### src/rtl/led_chain_pkg.sv
// Shared types for the serial LED shift chain controller.
// Assumes: segment codes are ordered by their position in a frame, so a
// numeric comparison of two codes tells which segment comes first.
package led_chain_pkg;

    typedef enum logic [2:0] {
        SEG_HDR   = 3'd0,
        SEG_PORT  = 3'd1,
        SEG_DBG   = 3'd2,
        SEG_TRL   = 3'd3,
        SEG_LATCH = 3'd4
    } seg_e;

    typedef enum logic [1:0] {
        UD_LOAD  = 2'd0,
        UD_SET   = 2'd1,
        UD_CLEAR = 2'd2,
        UD_KEEP  = 2'd3
    } ud_op_e;

endpackage

### src/rtl/led_ud_word.sv
// One user-data word with load, bitwise-set and bitwise-clear access.
// Assumes: the write strobe is already decoded for this word.
module led_ud_word
    import led_chain_pkg::*;
#(
    parameter int W = 32
) (
    input  logic         clk,
    input  logic         rst_n,
    input  logic         wr_en,
    input  ud_op_e       op,
    input  logic [W-1:0] wdata,
    output logic [W-1:0] word_q
);

    // Apply the requested write operation to the stored word.
    always_ff @(posedge clk) begin
        if (!rst_n) begin
            word_q <= '0;
        end else if (wr_en) begin
            case (op)
                UD_LOAD:  word_q <= wdata;
                UD_SET:   word_q <= word_q | wdata;
                UD_CLEAR: word_q <= word_q & ~wdata;
                default:  word_q <= word_q;
            endcase
        end
    end

endmodule

### src/rtl/led_sclk_gen.sv
// Serial clock generator. Each half-period lasts max(phase,1)*UNIT system
// clocks. The serial clock starts low on a chain start, and a one-cycle
// slot_adv pulse marks each falling edge, where the next bit begins.
// Assumes: UNIT is a power of two. 'start' is high for one cycle when the
// chain is first seen enabled.
module led_sclk_gen #(
    parameter int PHASE_W = 7,
    parameter int UNIT    = 64,
    localparam int UNIT_SH = $clog2(UNIT),
    localparam int HC_W    = PHASE_W + UNIT_SH
) (
    input  logic               clk,
    input  logic               rst_n,
    input  logic               enable,
    input  logic               start,
    input  logic [PHASE_W-1:0] phase,
    output logic               sclk_q,
    output logic               slot_adv,
    output logic [HC_W-1:0]    half_cnt
);

    logic [PHASE_W-1:0] ph_eff;
    logic [HC_W-1:0]    half_lim;
    logic               half_end;

    // Work out the half-period length; a zero phase acts as one unit.
    always_comb begin
        ph_eff   = (phase == '0) ? PHASE_W'(1) : phase;
        half_lim = {ph_eff, {UNIT_SH{1'b0}}};
        half_end = (half_cnt >= half_lim - 1'b1);
        slot_adv = enable && !start && half_end && sclk_q;
    end

    // Count the half-period and toggle the serial clock at its end.
    always_ff @(posedge clk) begin
        if (!rst_n || !enable || start) begin
            half_cnt <= '0;
            sclk_q   <= 1'b0;
        end else if (half_end) begin
            half_cnt <= '0;
            sclk_q   <= ~sclk_q;
        end else begin
            half_cnt <= half_cnt + 1'b1;
        end
    end

endmodule

### src/rtl/led_frame_seq.sv
// Frame sequencer. It walks the header, the enabled port fields, the debug
// word, the trailer and the latch slot, and skips every empty segment. It
// registers the serial bit for each slot. Lengths, the mask and the debug
// enable are taken at frame start; data bits are read when their slot begins.
// Assumes: slot_adv pulses at each serial clock falling edge.
module led_frame_seq
    import led_chain_pkg::*;
#(
    parameter int UD_W   = 32,
    parameter int NPORT  = 8,
    parameter int STW    = 6,
    parameter int DBG_W  = 17,
    localparam int CNT_W = $clog2(UD_W + 1),
    localparam int MAXL  = (UD_W > DBG_W) ? ((UD_W > STW) ? UD_W : STW)
                                          : ((DBG_W > STW) ? DBG_W : STW),
    localparam int IDX_W = $clog2(MAXL),
    localparam int PRT_W = $clog2(NPORT)
) (
    input  logic                   clk,
    input  logic                   rst_n,
    input  logic                   enable,
    input  logic                   start,
    input  logic                   slot_adv,
    input  logic [CNT_W-1:0]       hdr_len,
    input  logic [CNT_W-1:0]       trl_len,
    input  logic [NPORT-1:0]       port_mask,
    input  logic                   dbg_en,
    input  logic [UD_W-1:0]        hdr_word,
    input  logic [UD_W-1:0]        trl_word,
    input  logic [NPORT*STW-1:0]   port_status,
    input  logic [DBG_W-1:0]       dbg_word,
    output seg_e                   seg_q,
    output logic                   dat_q,
    output logic                   running_q
);

    typedef struct packed {
        seg_e             seg;
        logic [IDX_W-1:0] idx;
        logic [PRT_W-1:0] prt;
    } pos_t;

    pos_t             pos_q, pos_nxt, pos_first;
    logic [CNT_W-1:0] s_hlen, s_tlen, l_hlen, l_tlen;
    logic [NPORT-1:0] s_mask;
    logic             s_dbg, frame_start;

    // Find the first non-empty slot at or after segment 'from'.
    function automatic pos_t seek(seg_e from, int pfrom, logic [CNT_W-1:0] hl,
                                  logic [CNT_W-1:0] tl, logic [NPORT-1:0] mk,
                                  logic de);
        pos_t r;
        logic hit;
        r.seg = SEG_LATCH;
        r.idx = '0;
        r.prt = '0;
        hit   = 1'b0;
        for (int p = NPORT - 1; p >= 0; p--) begin
            if (p >= pfrom && mk[p]) begin
                r.prt = PRT_W'(p);
                hit   = 1'b1;
            end
        end
        if (from == SEG_HDR && hl != '0)
            r.seg = SEG_HDR;
        else if (from <= SEG_PORT && hit)
            r.seg = SEG_PORT;
        else if (from <= SEG_DBG && de)
            r.seg = SEG_DBG;
        else if (from <= SEG_TRL && tl != '0)
            r.seg = SEG_TRL;
        if (r.seg != SEG_PORT)
            r.prt = '0;
        return r;
    endfunction

    // Select the serial data bit for a slot; the latch slot sends 0.
    function automatic logic bit_of(pos_t q, logic [UD_W-1:0] hw,
                                    logic [UD_W-1:0] tw,
                                    logic [NPORT*STW-1:0] ps,
                                    logic [DBG_W-1:0] dw);
        case (q.seg)
            SEG_HDR:  return hw[q.idx];
            SEG_PORT: return ps[int'(q.prt) * STW + int'(q.idx)];
            SEG_DBG:  return dw[q.idx];
            SEG_TRL:  return tw[q.idx];
            default:  return 1'b0;
        endcase
    endfunction

    // Clamp the live lengths and find the first slot of a new frame.
    always_comb begin
        l_hlen      = (hdr_len > CNT_W'(UD_W)) ? CNT_W'(UD_W) : hdr_len;
        l_tlen      = (trl_len > CNT_W'(UD_W)) ? CNT_W'(UD_W) : trl_len;
        pos_first   = seek(SEG_HDR, 0, l_hlen, l_tlen, port_mask, dbg_en);
        frame_start = start || (slot_adv && pos_q.seg == SEG_LATCH);
    end

    // Step to the next slot within the frame, using the sampled lengths.
    always_comb begin
        pos_nxt = pos_q;
        case (pos_q.seg)
            SEG_HDR:
                if (int'(pos_q.idx) + 1 < int'(s_hlen))
                    pos_nxt.idx = pos_q.idx + 1'b1;
                else
                    pos_nxt = seek(SEG_PORT, 0, s_hlen, s_tlen, s_mask, s_dbg);
            SEG_PORT:
                if (int'(pos_q.idx) + 1 < STW)
                    pos_nxt.idx = pos_q.idx + 1'b1;
                else
                    pos_nxt = seek(SEG_PORT, int'(pos_q.prt) + 1, s_hlen,
                                   s_tlen, s_mask, s_dbg);
            SEG_DBG:
                if (int'(pos_q.idx) + 1 < DBG_W)
                    pos_nxt.idx = pos_q.idx + 1'b1;
                else
                    pos_nxt = seek(SEG_TRL, 0, s_hlen, s_tlen, s_mask, s_dbg);
            SEG_TRL:
                if (int'(pos_q.idx) + 1 < int'(s_tlen))
                    pos_nxt.idx = pos_q.idx + 1'b1;
                else
                    pos_nxt = seek(SEG_LATCH, 0, s_hlen, s_tlen, s_mask, s_dbg);
            default:
                pos_nxt = pos_q;
        endcase
    end

    // Hold the slot position, the sampled settings and the serial bit.
    always_ff @(posedge clk) begin
        if (!rst_n || !enable) begin
            pos_q     <= '0;
            dat_q     <= 1'b0;
            running_q <= 1'b0;
            s_hlen    <= '0;
            s_tlen    <= '0;
            s_mask    <= '0;
            s_dbg     <= 1'b0;
        end else if (frame_start) begin
            pos_q     <= pos_first;
            dat_q     <= bit_of(pos_first, hdr_word, trl_word, port_status, dbg_word);
            running_q <= 1'b1;
            s_hlen    <= l_hlen;
            s_tlen    <= l_tlen;
            s_mask    <= port_mask;
            s_dbg     <= dbg_en;
        end else if (slot_adv) begin
            pos_q <= pos_nxt;
            dat_q <= bit_of(pos_nxt, hdr_word, trl_word, port_status, dbg_word);
        end
    end

    assign seg_q = pos_q.seg;

endmodule

### src/rtl/led_chain_ctrl.sv
// Top of the serial LED shift chain controller. It holds the header and
// trailer words, generates the serial clock, sequences the frame and applies
// the output polarity.
// Assumes: the configuration inputs come from registers in the system clock
// domain. phase_len is not changed while the chain is enabled.
module led_chain_ctrl
    import led_chain_pkg::*;
#(
    parameter int UD_W    = 32,
    parameter int NPORT   = 8,
    parameter int STW     = 6,
    parameter int DBG_W   = 17,
    parameter int PHASE_W = 7,
    parameter int UNIT    = 64,
    localparam int CNT_W  = $clog2(UD_W + 1),
    localparam int HC_W   = PHASE_W + $clog2(UNIT)
) (
    input  logic                 clk,
    input  logic                 rst_n,
    input  logic                 chain_en,
    input  logic                 dat_invert,
    input  logic [PHASE_W-1:0]   phase_len,
    input  logic [CNT_W-1:0]     hdr_len,
    input  logic [CNT_W-1:0]     trl_len,
    input  logic [NPORT-1:0]     port_mask,
    input  logic [NPORT*STW-1:0] port_status,
    input  logic                 dbg_en,
    input  logic [DBG_W-1:0]     dbg_word,
    input  logic                 ud_wr,
    input  logic                 ud_sel,
    input  logic [1:0]           ud_op,
    input  logic [UD_W-1:0]      ud_wdata,
    output logic                 sclk,
    output logic                 sdat,
    output logic                 slatch
);

    logic [UD_W-1:0] ud_word [2];
    logic            start, slot_adv, running, dat_raw, sclk_q;
    logic [HC_W-1:0] half_cnt;
    seg_e            seg;

    // One register per user-data word: index 0 is the header, 1 the trailer.
    for (genvar g = 0; g < 2; g++) begin : g_ud
        led_ud_word #(.W(UD_W)) u_word (
            .clk    (clk),
            .rst_n  (rst_n),
            .wr_en  (ud_wr && (ud_sel == 1'(g))),
            .op     (ud_op_e'(ud_op)),
            .wdata  (ud_wdata),
            .word_q (ud_word[g])
        );
    end

    assign start = chain_en && !running;

    led_sclk_gen #(.PHASE_W(PHASE_W), .UNIT(UNIT)) u_clk (
        .clk      (clk),
        .rst_n    (rst_n),
        .enable   (chain_en),
        .start    (start),
        .phase    (phase_len),
        .sclk_q   (sclk_q),
        .slot_adv (slot_adv),
        .half_cnt (half_cnt)
    );

    led_frame_seq #(.UD_W(UD_W), .NPORT(NPORT), .STW(STW), .DBG_W(DBG_W)) u_seq (
        .clk         (clk),
        .rst_n       (rst_n),
        .enable      (chain_en),
        .start       (start),
        .slot_adv    (slot_adv),
        .hdr_len     (hdr_len),
        .trl_len     (trl_len),
        .port_mask   (port_mask),
        .dbg_en      (dbg_en),
        .hdr_word    (ud_word[0]),
        .trl_word    (ud_word[1]),
        .port_status (port_status),
        .dbg_word    (dbg_word),
        .seg_q       (seg),
        .dat_q       (dat_raw),
        .running_q   (running)
    );

    // Drive the board pins; the latch strobe covers the whole latch slot.
    always_comb begin
        sclk   = sclk_q;
        sdat   = dat_raw ^ dat_invert;
        slatch = running && (seg == SEG_LATCH);
    end

endmodule

### config.mk
export PLATFORM = sky130hd
export DESIGN_NAME = led_chain_ctrl
export DESIGN_NICKNAME = d
export VERILOG_FILES = /design/src/rtl/led_chain_pkg.sv /design/src/rtl/led_ud_word.sv /design/src/rtl/led_sclk_gen.sv /design/src/rtl/led_frame_seq.sv /design/src/rtl/led_chain_ctrl.sv
export SDC_FILE = /design/constraint.sdc
export NUM_CORES = 1
export LEC_CHECK = 0
export BUFFER_PORTS_ARGS = -buffer_cell sky130_fd_sc_hd__buf_4
export CAP_MARGIN = 20
export CORE_MARGIN = 2
export CORE_UTILIZATION = 40
export CTS_BUF_LIST = sky130_fd_sc_hd__clkbuf_8
export CTS_CLUSTER_SIZE = 20
export DETAILED_ROUTE_END_ITERATION = 8
export GPL_ROUTABILITY_DRIVEN = 0
export SETUP_SLACK_MARGIN = 0.3
export SYNTH_ARGS = -nofsm -noshare
export SYNTH_HDL_FRONTEND = slang
export SYNTH_SLANG_ARGS = --single-unit
### constraint.sdc
create_clock -name clk -period 16.5 [get_ports clk]
set_input_delay 1.65 -clock clk [delete_from_list [all_inputs] [get_ports clk]]
set_output_delay 1.65 -clock clk [all_outputs]
set_load 0.01 [all_outputs]
==> summary.md, run 1 <==
| Metric | Value |
|---|---|
| CTS H-Tree Depth | 3 |
| Ports | 136 |
| Total of warnings raised by yosys | 0 |
| Maximum VDD drop | 0.0000440 V |
| Critical Path Sink | u_seq.dat_q$_SDFFE_PP0P_ |
| Routed Antenna Nets | 0 |
| Post-CTS Hold Fix Bufs | 0 |
| CTS tree | done |
| Number of synthesized flops with an enable pin | 0 |
| Drt total wl | 28,100 um |
| Seq/Total Area, Yosys | 0.258 |
| Die height | 152 um |
| Core area | 0.0212 mm^2 |
| Max-Cap Viols | 0 |
| Reg2reg end | u_seq.dat_q$_SDFFE_PP0P_ |
| Vias in the first global route | 8,169 |
| Syn Nets | 1,309 |
| Reg2reg setup slack | 9.34 ns |
| RSZ-0062 raised after global routing | no |
| Setup violators final | 0 |
| Die ar. | 0.0230 mm^2 |
| Sink Count | approximately 110 |
| Layout cell share with drive strength beyond 1 | 0.172 |
| Worst EP required | roughly 17 ns |
| Status | finished clean |
| Cell Area, Synth | 0.00870 mm^2 |
| Top FF cell, synth | dfxtp_1 |
| Most common cell after layout, fill and taps aside | buf_4 |
| Max-slew violations | 0 |
| Vias | 8,874 |
| CP delay by family, top | compound AO/OA/AOI/OAI gates |
| Clock Skew | 0.00907 ns |
| Slowest-stage cell, CP | a221o_1 |
| Die X | 152 um |
| Post-Route Setup TNS | 0 ns |
| CTS resizes | 0 |
| Worst-path clk slew | roughly 0.12 ns |
| GRT overflow | 0 |
| CP Launch Type | flip-flop |
| CTS Buffer Depth | 2 |
| # diodes | 0 |
| Worst path max stage delay | 0.70 ns |
| PortBufs | ~140 |
| CP arrival | 7.49 ns |
| Antenna violations before repair | 0 |
| NumNets Final | 1,386 |
| Most used cell, CP | ha_1 |
| Yosys cell types | 84 |
| Relative slew slack | 0.245 |
| Total global-route track usage | 0.242 |
| CP endpoint kind | flip-flop |
| Min-Delay Path Class | flip-flop to flip-flop |
| R2R Path Start | u_seq.pos_q[4]$_SDFFE_PP0P_ |
| Leak pwr | 4.01 nW |
| Crit Path Category | flip-flop to flip-flop |
| Worst-margin pin slew | 1.12 ns |
| CP Launch Point | u_seq.pos_q[4]$_SDFFE_PP0P_ |
| Routed length per instance | approximately 19 um |
| Iter 0 DRT Violations | between 500 and 600 |
| Reg2Reg Depth | 26 |
| Critical Path Stages | 26 |
| Avg Vias per Cell | 5.94 |
| Buffers inserted by post-CTS timing repair | 0 |
| Cells after synthesis | 1,137 |
| Fmax | 0.140 GHz |
| Initial Utilization | 0.410 |
| Syn avg cell area | between 7 and 8 um^2 |
| Largest net degree at the start of global routing | 65 |
| First-pass GRT wire length | about 44,000 um |
| Ys async rst share | 0 |
| # rows | 53 |
| CP max FO | 18 |
| Clock buffer count from CTS | 9 |
| Power per cell area | 63.9 mW/mm^2 |
| Total power | 0.000641 W |
| Clock latency on the worst-skew pair | 0.41 ns |
| Tcrit/Tclk final | 0.434 |
| Final Hold Fails | 0 |
| CTS root buffer | clkbuf_8 |
| DRC | 0 |
| DP HPWL | approximately 20,000 um |
| Area grow syn2layout | 15.3% |
| Final min period | 7.16 ns |
| Drt pass-1 iters | 5 |
| Most frequent cells in the layout | buf_4 (145), a21oi_1 (123), dfxtp_1 (112) |
| Buf+Inv Stages, Crit Path | 2 |
| #FFs+latches synth | 112 |
## power breakdown
part / leakage [nW] / switching, W / total [W] / internal (W)
logic: 2.99 / 0.0000997 / 0.000174 / 0.0000744
registers: 0.910 / 0.00000690 / 0.000286 / 0.000279
clock network: 0.107 / 0.000118 / 0.000181 / 0.0000629
## metrics by stage
step	hold WS (ns)	worst slack, ns	utilization	instance area [um^2]	instances
floorplan	0.413	10.79	-	8700	1137
global placement	0.428	9.59	0.462	9800	1477
detailed placement	0.443	9.40	0.462	9800	1477
CTS	0.461	9.39	0.472	10000	1493
global route	0.492	8.82	0.473	10000	1494
finish	0.455	9.34	0.473	10000	1494
## worst min-delay path by stage
stage / startpoint / endpoint / depth (start not counted)
after floorplan: u_clk.half_cnt[0]$_SDFF_PP0_ / u_clk.half_cnt[0]$_SDFF_PP0_ / 1
after global placement: u_clk.half_cnt[0]$_SDFF_PP0_ / u_clk.half_cnt[0]$_SDFF_PP0_ / 1
after detailed placement: u_clk.half_cnt[0]$_SDFF_PP0_ / u_clk.half_cnt[0]$_SDFF_PP0_ / 1
after CTS: u_clk.half_cnt[0]$_SDFF_PP0_ / u_clk.half_cnt[0]$_SDFF_PP0_ / 1
after global routing: u_clk.half_cnt[0]$_SDFF_PP0_ / u_clk.half_cnt[0]$_SDFF_PP0_ / 1
final: u_clk.half_cnt[0]$_SDFF_PP0_ / u_clk.half_cnt[0]$_SDFF_PP0_ / 1
## synthesized netlist by cell type (17+ instances only)
library cell    n  area share
a21o_1         38       0.033
ha_1           36       0.052
dfxtp_1       112        0.26
a211oi_1      111       0.096
xor2_1         17       0.017
nand3_1        22       0.013
nor2_1         74       0.032
a21oi_1       123       0.071
nor3_1         21       0.012
clkbuf_1       59       0.025
a31oi_1        21       0.015
nand2_1       110       0.047
and3_1         19       0.014
inv_1          68       0.029
o21ai_0        54       0.031
## routing by layer
metal  global-route usage  share of wire  vias to the layer above
li1                     -              -                     4398
met4               0.0690          0.024                        0
met2                0.402           0.47                      263
met1                0.329           0.46                     4176
met3               0.0329          0.054                       37
met5                    0              0                        -
## registers in the layout, indices dropped and copies added, names as in the netlist
| signal | cells |
|---|---|
| u_seq.s_tlen | 6 |
| u_seq.s_dbg | 1 |
| u_seq.pos_q | 8 |
| u_clk.half_cnt | 13 |
| u_clk.sclk_q | 1 |
| g_ud.u_word.word_q | 64 |
| u_seq.s_hlen | 6 |
| u_seq.running_q | 1 |
| u_seq.s_mask | 8 |
| u_seq.dat_q | 1 |
| u_seq.seg_q | 3 |
## worst reg2reg max path, cell delays in order, from the launching register on
cell and delay (ns):
dfxtp_1 0.43, ha_1 0.33, nand3_1 0.18, xnor2_1 0.25, ha_1 0.31, a21o_1 0.19, a211o_1 0.31, a41oi_4 0.25
a221o_1 0.70, nor2_1 0.29, nand2_1 0.20, a21oi_1 0.10, o41ai_1 0.15, ha_1 0.25, inv_1 0.05, fa_1 0.47
inv_1 0.04, ha_1 0.33, xnor2_1 0.65, o221ai_1 0.24, a21oi_1 0.19, o311ai_0 0.16, o211ai_1 0.22, nand4_1 0.15
a221oi_1 0.33, a211oi_1 0.09, o31ai_2 0.24
## layout make-up
class                   count  area, um^2
repair buffers            146        1110
well taps                 275         344
clock inverters             7        88.8
inverters                  75         282
flip-flops and latches    112        2240
clock buffers               9         124
fillers                  2148       11200
multi-input cells         870        5840
## cells by family (layout without fill, tap and decap cells)
group / count (synthesis) / count (layout) / synth area share
mux: 35 / 35 / 0.0536
buf+inv: 155 / 237 / 0.0722
compound gates: 448 / 448 / 0.352
flops: 112 / 112 / 0.258
xor+xnor: 28 / 28 / 0.0282
fa+ha+maj: 39 / 39 / 0.0587
simple gates: 320 / 320 / 0.177
Note: power is estimated with default switching activity, not from simulation.
==> run 2: changes to the inputs <==
--- a/config.mk
+++ b/config.mk
@@ -5,6 +5,7 @@
 export SDC_FILE = /design/constraint.sdc
 export NUM_CORES = 1
 export LEC_CHECK = 0
+export ABC_AREA = 1
 export BUFFER_PORTS_ARGS = -buffer_cell sky130_fd_sc_hd__buf_4
 export CAP_MARGIN = 20
 export CORE_MARGIN = 2
==> constraint.sdc (replaced) <==
create_clock -name clk -period 6.9 [get_ports clk]
set_input_delay 0.69 -clock clk [delete_from_list [all_inputs] [get_ports clk]]
set_output_delay 0.69 -clock clk [all_outputs]
set_load 0.01 [all_outputs]
==> run 2 against run 1 <==
Against the previous run: first-iteration DRC count rose by 2.5%; worst hold slack better by 0.021 ns; cell area is 2.5% higher; synthesized cell count is 27% higher; core utilization shrank 0.46 points; power rose by 130%; clock skew grew 0.0024 ns; sequential share of layout area down 0.54 points; maximum frequency is 34% higher; sequential power rose by 140%; wire length is 1.5% lower; clock power is 120% higher; largest power group unchanged.
==> summary.md, run 2 <==
| Metric | Value |
|---|---|
| Min-Delay Path Class | flip-flop to flip-flop (unchanged) |
| Number of flip-flops in the largest register | 64 (unchanged) |
| Drt total wl | 27,700 um (was 28,100 um) |
| Clock buffer count from CTS | 9 (unchanged) |
| Post-Route Setup TNS | 0 ns (unchanged) |
| Drt pass-1 iters | 5 (unchanged) |
| Routed length per instance | 15.2 um (was 18.8 um) |
| Syn Nets | 1,620 (was 1,309) |
| Buf+Inv Stages, Crit Path | 6 (was 2) |
| Fmax | 0.188 GHz (was 0.140 GHz) |
| Power per cell area | 147 mW/mm^2 (was 63.9 mW/mm^2) |
| Maximum VDD drop | 0.0000924 V (was 0.0000440 V) |
| Die height | 154 um (was 152 um) |
| CTS H-Tree Depth | 3 (unchanged) |
| Sink Count | 112 (unchanged) |
| Met3 wire length | 1440 um (was 1520 um) |
| Yosys cell types | 47 (was 84) |
| Met2 wire len | 12,300 um (was 13,100 um) |
| GRT overflow | 0 (unchanged) |
| # rows | 54 (was 53) |
| Top sig layer | met4 (unchanged) |
| #FFs+latches synth | 112 (unchanged) |
| Top FF cell, synth | dfxtp_1 (unchanged) |
| Ys async rst share | 0 (unchanged) |
| Total of warnings raised by yosys | 0 (unchanged) |
| Worst-margin pin slew | 0.915 ns (was 1.12 ns) |
| CP delay by family, top | simple AND/OR/NAND/NOR gates (was compound AO/OA/AOI/OAI gates) |
| Avg Vias per Cell | 5.31 (was 5.94) |
| Area share of the largest cell type after synthesis | 0.248 (was 0.258) |
| Slowest-stage cell, CP | nand2_1 (was a221o_1) |
| Clock latency on the worst-skew pair | 0.40 ns (was 0.41 ns) |
| CTS root buffer | clkbuf_8 (unchanged) |
| DRC | 0 (unchanged) |
| Register with the most flip-flops | g_ud.u_word.word_q (unchanged) |
| RSZ-0062 raised after global routing | no (unchanged) |
| Relative slew slack | 0.384 (was 0.245) |
| Worst hold path depth | 1 (unchanged) |
| Initial Utilization | 0.411 (was 0.410) |
| Core area | 0.0220 mm^2 (was 0.0212 mm^2) |
| Largest net degree at the start of global routing | 76 (was 65) |
| CP endpoint kind | flip-flop (unchanged) |
| Die X | 154 um (was 152 um) |
| Critical Path Stages | 30 (was 26) |
| Syn avg cell area | 6.23 um^2 (was 7.65 um^2) |
| Buffers inserted by post-CTS timing repair | 0 (unchanged) |
| Post-synth top cells | nand2_1 (300), inv_1 (257), nand3_1 (164), a21oi_1 (136), dfxtp_1 (112) (was a21oi_1 (123), dfxtp_1 (112), a211oi_1 (111), nand2_1 (110), nor2_1 (74)) |
| DP HPWL | 19,800 um (was 20,200 um) |
| Ports | 136 (unchanged) |
| Post-CTS Hold Fix Bufs | 0 (unchanged) |
| Antenna violations before repair | 0 (unchanged) |
| Iter 0 DRT Violations | 607 (was 592) |
| Tcrit/Tclk final | 0.772 (was 0.434) |
| Count leader, synth | nand2_1 (was a21oi_1) |
| Vias in the first global route | 9,047 (was 8,169) |
| CTS resizes | 0 (unchanged) |
| Area grow syn2layout | 13.9% (was 15.3%) |
| Layout cell share with drive strength beyond 1 | 0.123 (was 0.172) |
| # diodes | 0 (unchanged) |
| Crit Path Category | flip-flop to flip-flop (unchanged) |
| First-pass GRT wire length | 44,800 um (was 44,200 um) |
| CP max FO | 20 (was 18) |
| Vias | 9,640 (was 8,874) |
| Total global-route track usage | 0.231 (was 0.242) |
| Die ar. | 0.0238 mm^2 (was 0.0230 mm^2) |
| Max-Cap Viols | 0 (unchanged) |
| Seq/Total Area, Yosys | 0.248 (was 0.258) |
| Worst EP required | 7.18 ns (was 16.83 ns) |
| Top cells by area, synth | dfxtp_1 (25%), nand2_1 (12%), inv_1 (11%) (was dfxtp_1 (26%), a211oi_1 (9.6%), a21oi_1 (7.1%)) |
| PortBufs | 135 (unchanged) |
| CP arrival | 5.61 ns (was 7.49 ns) |
| Max-slew violations | 0 (unchanged) |
| Routed Antenna Nets | 0 (unchanged) |
| Place WS | 1.64 ns (was 9.40 ns) |
| Final min period | 5.33 ns (was 7.16 ns) |
| CP Launch Type | flip-flop (unchanged) |
| Clock Skew | 0.0115 ns (was 0.00907 ns) |
| Final Hold Fails | 0 (unchanged) |
| Most common cell after layout, fill and taps aside | nand2_1 (was buf_4) |
| Number of synthesized flops with an enable pin | 0 (unchanged) |
| CTS tree | done (unchanged) |
| Worst-path clk slew | 0.11 ns (was 0.12 ns) |
| Status | finished clean (unchanged) |
| CTS Buffer Depth | 2 (unchanged) |
| Cell Area, Synth | 0.00902 mm^2 (was 0.00870 mm^2) |
| Most frequent cells in the layout | nand2_1 (299), inv_1 (257), nand3_1 (164) (was buf_4 (145), a21oi_1 (123), dfxtp_1 (112)) |
| Worst setup margin | 1.57 ns (was 9.34 ns) |
| Leak pwr | 4.87 nW (was 4.01 nW) |
| Reg2Reg Depth | 30 (was 26) |
| Wire length on met1 | 13,200 um (was 12,800 um) |
| Largest regs | g_ud.u_word.word_q: 64 flops, u_clk.half_cnt: 13 flops (unchanged) |
| Leading area contributor after synthesis | dfxtp_1 (unchanged) |
| Worst path max stage delay | 0.61 ns (was 0.70 ns) |
| Setup violators final | 0 (unchanged) |
| Most used cell, CP | inv_1 (was ha_1) |
| NumNets Final | 1,701 (was 1,386) |
| Cells after synthesis | 1,448 (was 1,137) |
run 2: changes by cell type in the layout (fill, tap and decap cells not counted), moves of 14 or more:
cell      delta
o211ai_1    +15
a211oi_1    -79
inv_1      +189
o221ai_1    +25
a21o_1      -37
a211o_1     +25
a31oi_1     -16
o21ai_0     -14
and3_1      -19
nand2_1    +189
nand3_1    +142
nor2_1      +28
mux2i_1     -14
run 2: power by group:
| group | total (W) | internal [W] | leakage [nW] | switching (W) |
|---|---|---|---|---|
| clock network | 0.000396 | 0.000144 | 0.0944 | 0.000252 |
| logic | 0.000427 | 0.000166 | 3.87 | 0.000262 |
| registers | 0.000683 | 0.000670 | 0.911 | 0.0000133 |
run 2: worst register-to-register path: cells and delay by family, from the launching register on:
family	cells	cell delay [ns]
and+or+nand+nor	13	1.66
adders and majority gates	5	1.49
AOI/OAI and AO/OA	5	0.94
DFF	1	0.51
buffers and inverters	6	0.43
xor gates and xnor gates	1	0.18
run 2: area by class of cell:
class	instances	area (um^2)
clock buffers	10	138
fillers	2400	11700
clock inverters	6	42.5
repair buffers	143	1080
inverters	263	988
multi-input cells	1000	5440
well taps	280	350
flip-flops and latches	112	2240
run 2: metal layers:
layer,GRT usage,up-vias
met5,0,-
met4,0.0828,0
met3,0.0314,47
met2,0.380,274
met1,0.312,4372
li1,-,4947
run 2: metrics by stage:
step / hold slack [ns] / power, W / utilization / cell area, um^2 / instances
6_report: 0.476 / 0.00151 / 0.468 / 10300 / 1814
5_1_grt: 0.464 / 0.00160 / 0.468 / 10300 / 1814
4_1_cts: 0.470 / 0.00152 / 0.468 / 10300 / 1813
3_5_place_dp: 0.458 / 0.00112 / 0.459 / 10100 / 1797
3_3_place_gp: 0.450 / 0.00112 / 0.459 / 10100 / 1797
2_1_floorplan: 0.430 / 0.000985 / - / 9020 / 1448
run 2: final timing paths:
path / endpoint / slack [ns] / startpoint
worst min register to register: u_clk.half_cnt[0]$_SDFF_PP0_ / 0.48 / u_clk.half_cnt[0]$_SDFF_PP0_
worst max register to register: u_seq.dat_q$_SDFFE_PP0P_ / 1.57 / u_seq.pos_q[3]$_SDFFE_PP0P_
worst max-delay path: u_seq.dat_q$_SDFFE_PP0P_ / 1.57 / u_seq.pos_q[3]$_SDFFE_PP0P_
worst min-delay path: u_clk.half_cnt[0]$_SDFF_PP0_ / 0.48 / u_clk.half_cnt[0]$_SDFF_PP0_
run 2: kinds of logic (layout without fill, tap and decap cells):
group / Yosys count / in the layout / share of synthesized area
AND/OR/NAND/NOR: 626 / 626 / 0.303
XOR/XNOR: 20 / 20 / 0.0202
buffers and inverters: 336 / 422 / 0.151
flip-flops: 112 / 112 / 0.248
AO/OA/AOI/OAI: 315 / 315 / 0.221
adder cells (fa/ha/maj): 39 / 39 / 0.0566
